`src/rtl/dct_pkg.sv`:
```
// Shared constants and types for the dual-compare timer.
// Assumes 8-bit registers and a 3-bit register address.
package dct_pkg;

    localparam int ADDR_W = 3;

    localparam logic [ADDR_W-1:0] A_CNT  = 3'd0;
    localparam logic [ADDR_W-1:0] A_CTL0 = 3'd1;
    localparam logic [ADDR_W-1:0] A_CTL1 = 3'd2;
    localparam logic [ADDR_W-1:0] A_CMPA = 3'd3;
    localparam logic [ADDR_W-1:0] A_CMPB = 3'd4;
    localparam logic [ADDR_W-1:0] A_STAT = 3'd5;

    // Index of each flag in the flag vector {b, a, ovf}
    localparam int F_OVF = 0;
    localparam int F_A   = 1;
    localparam int F_B   = 2;
    localparam int N_FLAGS = 3;

    typedef enum logic [1:0] {
        ACT_KEEP = 2'b00,
        ACT_LOW  = 2'b01,
        ACT_HIGH = 2'b10,
        ACT_TOG  = 2'b11
    } pin_act_e;

    typedef enum logic [1:0] {
        CLR_NONE = 2'b00,
        CLR_A    = 2'b01,
        CLR_B    = 2'b10,
        CLR_RSV  = 2'b11
    } clr_src_e;

endpackage

```
`src/rtl/dct_prescaler.sv`:
```
// Prescaler: a free-running divider that yields a one-cycle count enable.
// Assumes div_sel 1..DIV_STEPS selects division by 2^(div_sel+1) and any
// other value stops counting. fast bypasses division for a valid selection.
module dct_prescaler #(
    parameter int DIV_STEPS = 6,
    localparam int PW = DIV_STEPS + 1
) (
    input  logic       clk,
    input  logic       rst_n,
    input  logic       lp_hold,
    input  logic [2:0] div_sel,
    input  logic       fast,
    output logic       tick
);

    logic [PW-1:0] pre_q;
    logic [PW-1:0] mask;
    logic          sel_ok;

    // Free-running divider stage, cleared in reset and low power
    always_ff @(posedge clk) begin
        if (!rst_n || lp_hold) pre_q <= '0;
        else                   pre_q <= pre_q + 1'b1;
    end

    // Build the low-bit mask whose all-ones state marks the enable cycle
    always_comb begin
        mask = '0;
        for (int i = 0; i < PW; i++) begin
            if (i <= int'(div_sel)) mask[i] = 1'b1;
        end
    end

    // Valid selection window and the resulting enable
    always_comb begin
        sel_ok = (int'(div_sel) >= 1) && (int'(div_sel) <= DIV_STEPS);
        tick   = sel_ok && (fast || (&(pre_q | ~mask)));
    end

endmodule

```
`src/rtl/dct_counter.sv`:
```
// Counter core: up-counter, compare detection, clear source and wrap event.
// Assumes a software write has priority over counting on the same edge.
module dct_counter
    import dct_pkg::*;
#(
    parameter int DW = 8
) (
    input  logic          clk,
    input  logic          rst_n,
    input  logic          lp_hold,
    input  logic          tick,
    input  logic          cnt_wr,
    input  logic [DW-1:0] wdata,
    input  logic [DW-1:0] cmp_a,
    input  logic [DW-1:0] cmp_b,
    input  logic [1:0]    clr_sel,
    output logic [DW-1:0] cnt,
    output logic          hit_a,
    output logic          hit_b,
    output logic          wrap
);

    logic clr_now;

    // Match detection and clear decision for the current cycle
    always_comb begin
        hit_a = tick && (cnt == cmp_a);
        hit_b = tick && (cnt == cmp_b);
        unique case (clr_src_e'(clr_sel))
            CLR_A:   clr_now = hit_a;
            CLR_B:   clr_now = hit_b;
            default: clr_now = 1'b0;
        endcase
        wrap = tick && (&cnt) && !clr_now;
    end

    // Count register: write, clear or increment
    always_ff @(posedge clk) begin
        if (!rst_n || lp_hold) cnt <= '0;
        else if (cnt_wr)       cnt <= wdata;
        else if (tick)         cnt <= clr_now ? '0 : cnt + 1'b1;
    end

endmodule

```
`src/rtl/dct_pin.sv`:
```
// Output pin control: applies the per-compare action, match B winning.
// Assumes hit_a and hit_b are single-cycle match strobes.
module dct_pin
    import dct_pkg::*;
(
    input  logic       clk,
    input  logic       rst_n,
    input  logic       lp_hold,
    input  logic       hit_a,
    input  logic       hit_b,
    input  logic [1:0] act_a,
    input  logic [1:0] act_b,
    output logic       pin
);

    logic [1:0] act;
    logic       nxt;

    // Pick the governing action and compute the next pin level
    always_comb begin
        act = hit_b ? act_b : (hit_a ? act_a : ACT_KEEP);
        unique case (pin_act_e'(act))
            ACT_LOW:  nxt = 1'b0;
            ACT_HIGH: nxt = 1'b1;
            ACT_TOG:  nxt = ~pin;
            default:  nxt = pin;
        endcase
    end

    // Pin register
    always_ff @(posedge clk) begin
        if (!rst_n || lp_hold) pin <= 1'b0;
        else                   pin <= nxt;
    end

endmodule

```
`src/rtl/dct_regs.sv`:
```
// Register file: control, compare and status registers, and the flags
// with their read-then-write-zero clearing. Assumes one access per cycle.
module dct_regs
    import dct_pkg::*;
#(
    parameter int DW = 8
) (
    input  logic               clk,
    input  logic               rst_n,
    input  logic               lp_hold,
    input  logic               bus_wr,
    input  logic               bus_rd,
    input  logic [ADDR_W-1:0]  bus_addr,
    input  logic [DW-1:0]      bus_wdata,
    output logic [DW-1:0]      bus_rdata,
    input  logic [DW-1:0]      cnt,
    input  logic [N_FLAGS-1:0] evt,
    output logic               cnt_wr,
    output logic [2:0]         div_sel,
    output logic               fast,
    output logic [1:0]         clr_sel,
    output logic [N_FLAGS-1:0] ien,
    output logic [DW-1:0]      cmp_a,
    output logic [DW-1:0]      cmp_b,
    output logic [1:0]         act_a,
    output logic [1:0]         act_b,
    output logic [N_FLAGS-1:0] flag
);

    logic [DW-1:0]      ctl0_q;
    logic               ctl1_q;
    logic [3:0]         osel_q;
    logic [N_FLAGS-1:0] arm_q;
    logic               wr_stat;
    logic               rd_stat;
    logic [N_FLAGS-1:0] stat_bits;

    assign cnt_wr   = bus_wr && (bus_addr == A_CNT);
    assign wr_stat  = bus_wr && (bus_addr == A_STAT);
    assign rd_stat  = bus_rd && (bus_addr == A_STAT);
    assign div_sel  = ctl0_q[2:0];
    assign clr_sel  = ctl0_q[4:3];
    assign ien      = ctl0_q[7:5];
    assign fast     = ctl1_q;
    assign act_a    = osel_q[1:0];
    assign act_b    = osel_q[3:2];
    assign stat_bits = bus_wdata[7:5];

    // Writable control, compare and output-select registers
    always_ff @(posedge clk) begin
        if (!rst_n || lp_hold) begin
            ctl0_q <= '0;
            ctl1_q <= 1'b0;
            cmp_a  <= '0;
            cmp_b  <= '0;
            osel_q <= '0;
        end else if (bus_wr) begin
            unique case (bus_addr)
                A_CTL0:  ctl0_q <= bus_wdata;
                A_CTL1:  ctl1_q <= bus_wdata[0];
                A_CMPA:  cmp_a  <= bus_wdata;
                A_CMPB:  cmp_b  <= bus_wdata;
                A_STAT:  osel_q <= bus_wdata[3:0];
                default: ;
            endcase
        end
    end

    // One flag and its clear-arm bit per event source
    for (genvar g = 0; g < N_FLAGS; g++) begin : g_flag
        // Set on event; clear on a zero write after a read returned one
        always_ff @(posedge clk) begin
            if (!rst_n || lp_hold) begin
                flag[g]  <= 1'b0;
                arm_q[g] <= 1'b0;
            end else if (evt[g]) begin
                flag[g] <= 1'b1;
            end else if (wr_stat && !stat_bits[g] && arm_q[g]) begin
                flag[g]  <= 1'b0;
                arm_q[g] <= 1'b0;
            end else if (rd_stat) begin
                arm_q[g] <= flag[g];
            end
        end
    end

    // Read data selection
    always_comb begin
        unique case (bus_addr)
            A_CNT:   bus_rdata = cnt;
            A_CTL0:  bus_rdata = ctl0_q;
            A_CTL1:  bus_rdata = {{(DW-1){1'b0}}, ctl1_q};
            A_CMPA:  bus_rdata = cmp_a;
            A_CMPB:  bus_rdata = cmp_b;
            A_STAT:  bus_rdata = {flag, 1'b0, osel_q};
            default: bus_rdata = '0;
        endcase
    end

endmodule

```
`src/rtl/dual_cmp_timer.sv`:
```
// Top of the dual-compare timer: prescaler, counter, pin control and
// register file. Assumes lp_hold is synchronous to clk.
module dual_cmp_timer
    import dct_pkg::*;
#(
    parameter int DW        = 8,
    parameter int DIV_STEPS = 6
) (
    input  logic              clk,
    input  logic              rst_n,
    input  logic              lp_hold,
    input  logic              bus_wr,
    input  logic              bus_rd,
    input  logic [ADDR_W-1:0] bus_addr,
    input  logic [DW-1:0]     bus_wdata,
    output logic [DW-1:0]     bus_rdata,
    output logic              tmr_out,
    output logic              irq
);

    logic               tick;
    logic               cnt_wr;
    logic [2:0]         div_sel;
    logic               fast;
    logic [1:0]         clr_sel;
    logic [N_FLAGS-1:0] ien;
    logic [N_FLAGS-1:0] flag;
    logic [N_FLAGS-1:0] evt;
    logic [DW-1:0]      cmp_a;
    logic [DW-1:0]      cmp_b;
    logic [DW-1:0]      cnt;
    logic [1:0]         act_a;
    logic [1:0]         act_b;
    logic               hit_a;
    logic               hit_b;
    logic               wrap;

    dct_prescaler #(.DIV_STEPS(DIV_STEPS)) u_pre (
        .clk(clk), .rst_n(rst_n), .lp_hold(lp_hold),
        .div_sel(div_sel), .fast(fast), .tick(tick)
    );

    dct_counter #(.DW(DW)) u_cnt (
        .clk(clk), .rst_n(rst_n), .lp_hold(lp_hold), .tick(tick),
        .cnt_wr(cnt_wr), .wdata(bus_wdata), .cmp_a(cmp_a), .cmp_b(cmp_b),
        .clr_sel(clr_sel), .cnt(cnt), .hit_a(hit_a), .hit_b(hit_b),
        .wrap(wrap)
    );

    dct_pin u_pin (
        .clk(clk), .rst_n(rst_n), .lp_hold(lp_hold), .hit_a(hit_a),
        .hit_b(hit_b), .act_a(act_a), .act_b(act_b), .pin(tmr_out)
    );

    // Event vector in flag order {b, a, ovf}
    assign evt = {hit_b, hit_a, wrap};

    dct_regs #(.DW(DW)) u_regs (
        .clk(clk), .rst_n(rst_n), .lp_hold(lp_hold), .bus_wr(bus_wr),
        .bus_rd(bus_rd), .bus_addr(bus_addr), .bus_wdata(bus_wdata),
        .bus_rdata(bus_rdata), .cnt(cnt), .evt(evt), .cnt_wr(cnt_wr),
        .div_sel(div_sel), .fast(fast), .clr_sel(clr_sel), .ien(ien),
        .cmp_a(cmp_a), .cmp_b(cmp_b), .act_a(act_a), .act_b(act_b),
        .flag(flag)
    );

    // Combined interrupt request
    assign irq = |(flag & ien);

endmodule

```
`config.mk`:
```
export PLATFORM = sky130hd
export DESIGN_NAME = dual_cmp_timer
export DESIGN_NICKNAME = d
export VERILOG_FILES = /design/src/rtl/dct_pkg.sv /design/src/rtl/dct_prescaler.sv /design/src/rtl/dct_counter.sv /design/src/rtl/dct_pin.sv /design/src/rtl/dct_regs.sv /design/src/rtl/dual_cmp_timer.sv
export SDC_FILE = /design/constraint.sdc
export NUM_CORES = 1
export LEC_CHECK = 0
export BUFFER_PORTS_ARGS = -buffer_cell sky130_fd_sc_hd__buf_2
export CAP_MARGIN = 20
export CORE_MARGIN = 8
export CORE_UTILIZATION = 64
export DETAILED_ROUTE_END_ITERATION = 6
export PLACE_DENSITY = 0.89
export SYNTH_ARGS = -nofsm -noshare
export SYNTH_HDL_FRONTEND = slang
export SYNTH_SLANG_ARGS = --single-unit
```
`constraint.sdc`:
```
create_clock -name clk -period 2.8 [get_ports clk]
set_clock_uncertainty 0.15 [all_clocks]
set_input_delay 0.42 -clock clk [delete_from_list [all_inputs] [get_ports clk]]
set_output_delay 0.42 -clock clk [all_outputs]
set_load 0.005 [all_outputs]
```
After elaboration in Yosys (flattened, before gate mapping)
Cells that the tools add are included.
W data, S select, Z words.
- $add $sub $neg: 2
- magnitude comparators: 8
- equal/unequal tests: 12
- muxes and demuxes: 26
- bitwise gates (word level): 7
- reduce and logical (&&, ||, !) cells: 42
- operators with widths (kind ; number):
    $pmux W8 S6 ; 1
    $mux W8 ; 3
    $mux W1 ; 18
    $eq A8 B8 Y1 ; 2
    $reduce_and A2 Y1 ; 8
    $logic_and A1 B1 Y1 ; 15
    $reduce_bool A2 Y1 ; 7
    $le A3 B3 Y1 const A ; 3
    $add A8 B1 Y8 const B ; 1
    $reduce_and A8 Y1 ; 1
    $add A7 B1 Y7 const B ; 1
    $not A7 Y7 ; 1
    $or A7 B7 Y7 ; 1
    $reduce_and A7 Y1 ; 1
    $eq A2 B2 Y1 const B ; 3
    $eq A3 B2 Y1 const B ; 2
    $eq A3 B3 Y1 const B ; 2
    $le A2 B3 Y1 const A ; 2
    $logic_not A1 Y1 ; 5
    $eq A2 B1 Y1 const B ; 2
    $mux W2 ; 2
    $not A1 Y1 ; 4
    $and A3 B3 Y3 ; 1
    $eq A3 B1 Y1 const B ; 1
    other kinds (9) ; 10
- bits in registers: 51
- bits of input ports: 16
- output and inout bits: 10
- logic and storage cells: 111

Depth between registers and ports, before layout
Gate-level depths: netlist (run 1).
- word-level depth: 13
- mapped depth: 8
- mapped depth without buffers: 6

By module
Synthesis (run 1) repeated with hierarchy kept, for this count alone.
- cell total of the unflattened synthesis: 325
- area, all modules: 3012.9 um^2
- by module, submodules not included (module ; times used ; cells each ; area each (um^2) ; seq. area each (um^2)):
    dct_regs ; 1 ; 182 ; 1731.7 ; 700.7
    dct_counter ; 1 ; 95 ; 855.8 ; 160.2
    dct_prescaler ; 1 ; 38 ; 332.8 ; 140.1
    dct_pin ; 1 ; 8 ; 78.8 ; 20.0
    dual_cmp_timer ; 1 ; 2 ; 13.8 ; 0.0

Worst setup path before layout (run 1)
Ideal clock, no wire load.
- path type: input to output
- start point: in bus_addr[0]
- end point: out bus_rdata[2]
- arrival: 1329 ps
- required time: 2230 ps
- slack: 901 ps
- stages: 6
- buffers on the path: 2
- cells stage by stage: buf_2 clkbuf_1 nand2b_1 inv_1 a21oi_1 o21ai_0
- cells in the longest elaborated chain, start to end: 2
- elaborated cells between the ends (all ways): 7
- classes of those cells: eq/ne (5); mux (1); reduce/logical (1)
- ends and longest elaborated chain (what ; RTL line ; text):
    start, declared ; dual_cmp_timer.sv:14 ; input logic [ADDR_W-1:0] bus_addr,
    $eq A3 B3 Y1, or another cell as far along ; dct_regs.sv:89 ; unique case (bus_addr)
    $pmux W8 S6 * ; dct_regs.sv:89 ;
    end, declared ; dual_cmp_timer.sv:16 ; output logic [DW-1:0] bus_rdata,
Every way passes the cells marked *; elsewhere a longest branch is shown, timed or not.

Worst setup path in the final report (run 1)
- start point: in bus_addr[1]
- end point: out bus_rdata[5]
The elaborated chain is that of the path after synthesis.

==> impl_metrics.tcl, run 1 <==
set metrics [dict create \
    outcome "completed" \
    wl_per_cell_um 19.0 \
    internal_power_mw 1.06 \
    swShare 0.241 \
    min_path_type "primary input to flip-flop" \
    syn-cell-area_um2 2960 \
    clkSlewWorstSetupHoldPaths_ns 0.09 \
    ys_warn_count 0 \
    crit_chain "buf_2 -> nor2b_1 -> nand2_1 -> o21ai_0 -> a22o_1 -> buf_2" \
    clock_latency_ns 0.32 \
    grt_max_degree 21 \
    io_buffer_count 25 \
    grt_pass1_wl_um 13600 \
    cp_num_buf_inv 2 \
    cts-root-buf "clkbuf_8" \
    required_ns 2.23 \
    ir_worst_vdd_mv 0.336 \
    tightest_slew_ns 0.694 \
    drv_cap 0 \
    fillers 345 \
    p_sw_uw 338 \
    dp_hpwl_um 5740 \
    hold_viol_final 0 \
    dominantRegCellSynth "dfxtp_1" \
    n_antenna_cell 0 \
    drive_above_1_share 0.142 \
    synth_area_leaders "dfxtp_1, nand2_1, mux2i_1" \
    row_count 24 \
    crit_path_start_kind "primary input" \
    cts_resized 0 \
    total_power_mw 1.40 \
    crit_fanout 20 \
    preCtsSetupSlack_ns 0.633 \
    ioPinCount 26 \
    drt_pass1_iterations 5 \
    grt_use_total 0.235 \
    fin_crit_sh 0.792 \
    clk_path_buf_depth 2 \
    areaGrowthSynthToFinish_pct 7.07 \
    pwr-share-seq 0.529 \
    antenna_found_initial 0 \
    finalNetCount 391 \
    crit_type "primary input to primary output" \
    power_density_nw_per_um2 443 \
    critPathArrivalTime_ns 1.65 \
    core_um2 4410 \
    rsz0062_at_grt "no" \
    ctsHoldBuffers 0 \
    design.die.area_um2 7050 \
    critPathCaptureType "primary output" \
    setup_viol 0 \
    fin_setup_tns_ns 0 \
    syn_nets 378 \
    cts_tree "yes" \
    antenna_left 0 \
    die_y_um 84.0 \
    netlist_instances 358 \
    p_leak_nw 1.08 \
    seq_area_frac_synth 0.345 \
    die_x_um 84.0 \
    initial_utilization 0.670 \
    ys_ff_latch 51 \
    gr-total-overflow 0 \
    slew_violations 0 \
    setup_slack_ns 0.582 \
    cp_top_family "simple AND/OR/NAND/NOR gates" \
    crit_slowest_cell "nor2b_1" \
    synth_async_sr_flop_share 0 \
    routed_wl_um 8070 \
    synth_largest_area_cell "dfxtp_1" \
    cts_buffers 5 \
    postSynthAreaPerCell_um2 8.26 \
    placed_cells 416 \
    cpPeakStageDelay_ns 0.38 \
    crit_path_frequent_cell "buf_2" \
    synth_enable_flop_cells 0 \
    cts_sinks 51 \
    post_cts_buffers 0 \
    yosysUniqueCellTypes 61 \
    drc_errors 0 \
    synth_top_area_frac 0.345 \
    drt-vias-per-instance 6.47 \
    grt_pass1_vias 2698 \
    fmax_mhz 451 \
    vias 2745 \
    htree_levels 2 \
    drt_iter0_markers 341 \
    holdWs_ns 0.235 \
    gp_congestion 0.956 \
    finalNonFillerCells 424 \
    pwr-share-comb 0.090 \
    clock_power_share 0.382 \
    maxSlewHeadroom 0.538 \
    min_period_ns 2.22 \
]
power by group through the flow:
stage | clock (mW) | sequential, mW | combinational [mW]
after floorplan | 0 | 0.753 | 0.0832
after global placement | 0 | 0.758 | 0.119
after detailed placement | 0 | 0.758 | 0.122
after CTS | 0.539 | 0.741 | 0.123
after global routing | 0.563 | 0.743 | 0.136
final | 0.536 | 0.741 | 0.126
sequential cells by signal, summed over array words and instances (netlist names):
register / flops
u_pin.pin: 1
u_cnt.cnt: 8
u_pre.pre_q: 7
u_regs.osel_q: 4
u_regs.cmp_a: 8
u_regs.flag: 3
u_regs.fast: 1
u_regs.ctl0_q: 8
u_regs.arm_q: 3
u_regs.cmp_b: 8
final timing paths:
| check | startpoint | endpoint | slack, ns | cells after the start |
|---|---|---|---|---|
| worst min-delay path | bus_wdata[4] | u_regs.cmp_a[4]$_SDFFE_PP0P_ | 0.23 | 3 |
| worst max-delay path | bus_addr[1] | bus_rdata[5] | 0.58 | 6 |
| worst max register to register | u_cnt.cnt[6]$_SDFFE_PP0P_ | u_regs.arm_q[1]$_SDFFE_PP0P_ | 0.66 | 6 |
| worst min register to register | u_regs.arm_q[0]$_SDFFE_PP0P_ | u_regs.arm_q[0]$_SDFFE_PP0P_ | 0.32 | 2 |
through the flow:
stage	instance area, µm²	util
finish	3170	0.717
global placement	3050	0.690
detailed placement	3050	0.690
global route	3170	0.717
floorplan	2960	-
CTS	3170	0.717
kinds of logic (layout without fill, tap and decap cells):
group / count (synthesis) / in the layout / synth area share
fa+ha+maj: 4 / 4 / 0.0169
buf+inv: 31 / 45 / 0.0525
mux: 24 / 24 / 0.0999
simple gates: 154 / 154 / 0.262
xor+xnor: 19 / 19 / 0.0614
compound gates: 75 / 75 / 0.163
flops: 51 / 51 / 0.345
layout by cell type (no fill, tap or decap), types with 4 or more instances in the layout:
cell,count
o22ai_1,4
dfxtp_1,51
a31oi_1,7
xnor2_1,15
inv_1,9
nor4_1,4
nand2b_1,4
clkbuf_8,6
a21oi_1,32
and2_1,6
nand2_1,58
buf_2,25
ha_1,4
nor2b_1,10
mux2i_1,19
o21ai_0,12
nand3_1,15
nor2_1,27
Yosys cell counts, types with 2 or more instances:
library cell / count
nand2_1: 58
a21oi_1: 32
o21ai_0: 12
buf_4: 2
nand4_1: 3
o21a_1: 2
nand3b_1: 3
nor3_1: 2
o22ai_1: 4
clkbuf_1: 10
nor2b_1: 10
ha_1: 4
mux4_2: 3
xor2_1: 2
and2_1: 6
inv_1: 9
buf_2: 7
xnor2_2: 2
mux2i_1: 19
nand4b_1: 2
or3_1: 3
nor4_1: 4
nor4b_1: 3
nor2_1: 27
xnor2_1: 15
nand2b_1: 4
nand3_1: 15
dfxtp_1: 51
buf_6: 3
a31oi_1: 7
and3_1: 2
and3b_1: 2
a22o_1: 2
area by class of cell:
cell class                      count  area (µm²)  area share
Tap cell                           52        65.1      0.0206
Timing Repair Buffer               28         148      0.0466
Clock inverter                      2        35.0      0.0111
Inverter                            9        33.8      0.0107
Sequential cell                    51        1020       0.323
Clock buffer                        6        82.6      0.0261
Multi-Input combinational cell    276        1780       0.562
per-layer routing:
metal,vias to the layer above,GRT usage,share of wire
met3,32,0.0488,0.086
met4,0,0.119,0.034
met1,1265,0.276,0.39
met2,166,0.391,0.49
met5,-,0,0
li1,1282,-,-
tightest hold or removal path: cells and delay by family:
kind | cells | cell delay, ns
AOI/OAI and AO/OA | 1 | 0.05
buffers and inverters | 1 | 0.12
and+or+nand+nor | 1 | 0.05
(Power assumes the default switching activity.)
==> run 2, diff against run 1 <==
CORE_UTILIZATION = 59   (was 64)
PLACE_DENSITY = 0.83   (was 0.89)
clock period = 2.3 ns   (was 2.8 ns; I/O delays follow)
==> run 2 against run 1 <==
Compared with the run above: design area is 2.3% higher; flip-flop and latch count stayed put; worst setup slack worse by 0.43 ns; die area is 6.8% higher; total power is 30% higher; wire length is 1.9% higher; sequential power is 22% higher; utilization is 4.1 points lower; global-route usage is 1.1 points lower; register-to-register slack worse by 0.51 ns; clock power is 40% higher; clock-buffer cell count is 1 lower; largest power group unchanged.
==> impl_metrics.tcl, run 2 (synthesis results as in run 1) <==
set metrics [dict create \
    multi_input_area_um2 1780 \
    maxSlewHeadroom 0.678 \
    die_x_um 86.8 \
    r2r-start "u_regs.ctl0_q[2]$_SDFFE_PP0P_" \
    drive_above_1_share 0.149 \
    slew_violations 0 \
    core_um2 4790 \
    gp_congestion 0.892 \
    crit_fanout 9 \
    gr-max-usage-layer "met2" \
    grt_pass1_vias 2576 \
    drt_pass1_iterations 6 \
    tightest_slew_ns 0.483 \
    final_cell_mix "nand2_1, dfxtp_1, a21oi_1" \
    critPathArrivalTime_ns 2.21 \
    drv_cap 0 \
    final_core_util 0.677 \
    critPathCaptureType "flip-flop" \
    row_count 25 \
    finalNetCount 394 \
    antenna_left 0 \
    rsz0062_at_grt "no" \
    dp_hpwl_um 5840 \
    initial_utilization 0.618 \
    grtUsageMet3 0.0463 \
    fillers 383 \
    ir_worst_vdd_mv 0.420 \
    r2r_end "u_pin.pin$_SDFFE_PP0P_" \
    fin_area_um2 3240 \
    reg2reg_slack_ns 0.15 \
    cp_top_family "compound AO/OA/AOI/OAI gates" \
    clock_latency_ns 0.32 \
    placed_area_um2 3100 \
    htree_levels 2 \
    use_met1 0.283 \
    ioPinCount 26 \
    required_ns 2.36 \
    fin_setup_tns_ns 0 \
    antenna_found_initial 0 \
    grt_max_degree 47 \
    ctsHoldBuffers 0 \
    min_to "u_regs.cmp_a[1]$_SDFFE_PP0P_" \
    outcome "completed" \
    post_cts_buffers 0 \
    n_antenna_cell 0 \
    crit_chain "and2b_1 -> o21ai_2 -> a41oi_4 -> or2_1 -> a21oi_2 -> o221a_1" \
    setup_viol 0 \
    die_y_um 86.8 \
    cts_resized 0 \
    areaGrowthSynthToFinish_pct 9.52 \
    holdWs_ns 0.157 \
    grt_use_total 0.224 \
    crit_path_start_kind "flip-flop" \
    cpPeakStageDelay_ns 0.49 \
    cts-root-buf "clkbuf_8" \
    rr_worst_depth 6 \
    drc_errors 0 \
    p_leak_nw 1.11 \
    routed_wl_um 8230 \
    io_buffer_count 25 \
    wl_per_cell_um 18.6 \
    clkSlewWorstSetupHoldPaths_ns 0.10 \
    regArea_um2 1020 \
    total_power_mw 1.82 \
    min_path_cells 3 \
    crit_slowest_cell "dfxtp_1" \
    grt_pass1_wl_um 13200 \
    min_from "bus_wdata[1]" \
    crit_type "flip-flop to flip-flop" \
    fin_crit_sh 0.935 \
    cts_buffers 5 \
    fmax_mhz 465 \
    cts_tree "yes" \
    gr-total-overflow 0 \
    design.die.area_um2 7530 \
    vias 2815 \
    min_period_ns 2.15 \
    final_common_cell "nand2_1" \
    drt-vias-per-instance 6.37 \
    power_density_nw_per_um2 562 \
    grt_use_met2 0.350 \
    min_path_type "primary input to flip-flop" \
    cp_num_buf_inv 0 \
    cts_sinks 51 \
    drt_iter0_markers 378 \
    clk_path_buf_depth 2 \
    hold_viol_final 0 \
]
[run 2: area by class of cell]
cell class / instances / area share
repair buffers: 31 / 0.0564
clock buffers: 5 / 0.0213
multi-input cells: 276 / 0.550
well taps: 67 / 0.0259
flip-flops and latches: 51 / 0.315
clock inverters: 3 / 0.0209
inverters: 9 / 0.0104
[run 2: per-layer routing]
metal  routed length (µm)  part of all wire
met3                  705             0.086
met4                  306             0.037
met5                    0                 0
met1                 3360              0.41
met2                 3860              0.47
[run 2: worst register-to-register path, cell delays in order, from the launching register on]
cell and delay (ns):
dfxtp_1 0.49, and2b_1 0.19, o21ai_2 0.08, a41oi_4 0.43, or2_1 0.42, a21oi_2 0.06
o221a_1 0.25
[run 2: worst max path at each step]
| stage | from | to | slack [ns] | cells past startpoint |
|---|---|---|---|---|
| final | u_regs.ctl0_q[2]$_SDFFE_PP0P_ | u_pin.pin$_SDFFE_PP0P_ | 0.15 | 6 |
| after global routing | bus_addr[1] | bus_rdata[2] | 0.03 | 6 |
| after CTS | bus_addr[1] | bus_rdata[2] | 0.19 | 6 |
| after detailed placement | bus_addr[1] | bus_rdata[2] | 0.20 | 6 |
| after global placement | bus_addr[1] | bus_rdata[2] | 0.17 | 6 |
| after floorplan | u_cnt.cnt[0]$_SDFFE_PP0P_ | u_regs.arm_q[1]$_SDFFE_PP0P_ | 0.49 | 6 |
[run 2: power breakdown]
| group | switching [mW] | internal (mW) | total (mW) |
|---|---|---|---|
| Combinational | 0.104 | 0.0618 | 0.166 |
| Clock | 0.318 | 0.434 | 0.752 |
| Sequential | 0.0123 | 0.890 | 0.902 |
| Total | 0.434 | 1.39 | 1.82 |
[run 2: metrics by stage]
step                std cells  setup slack, ns
global route              442           0.0295
global placement          434            0.167
CTS                       442            0.188
detailed placement        434            0.201
finish                    442            0.149
floorplan                 358            0.493
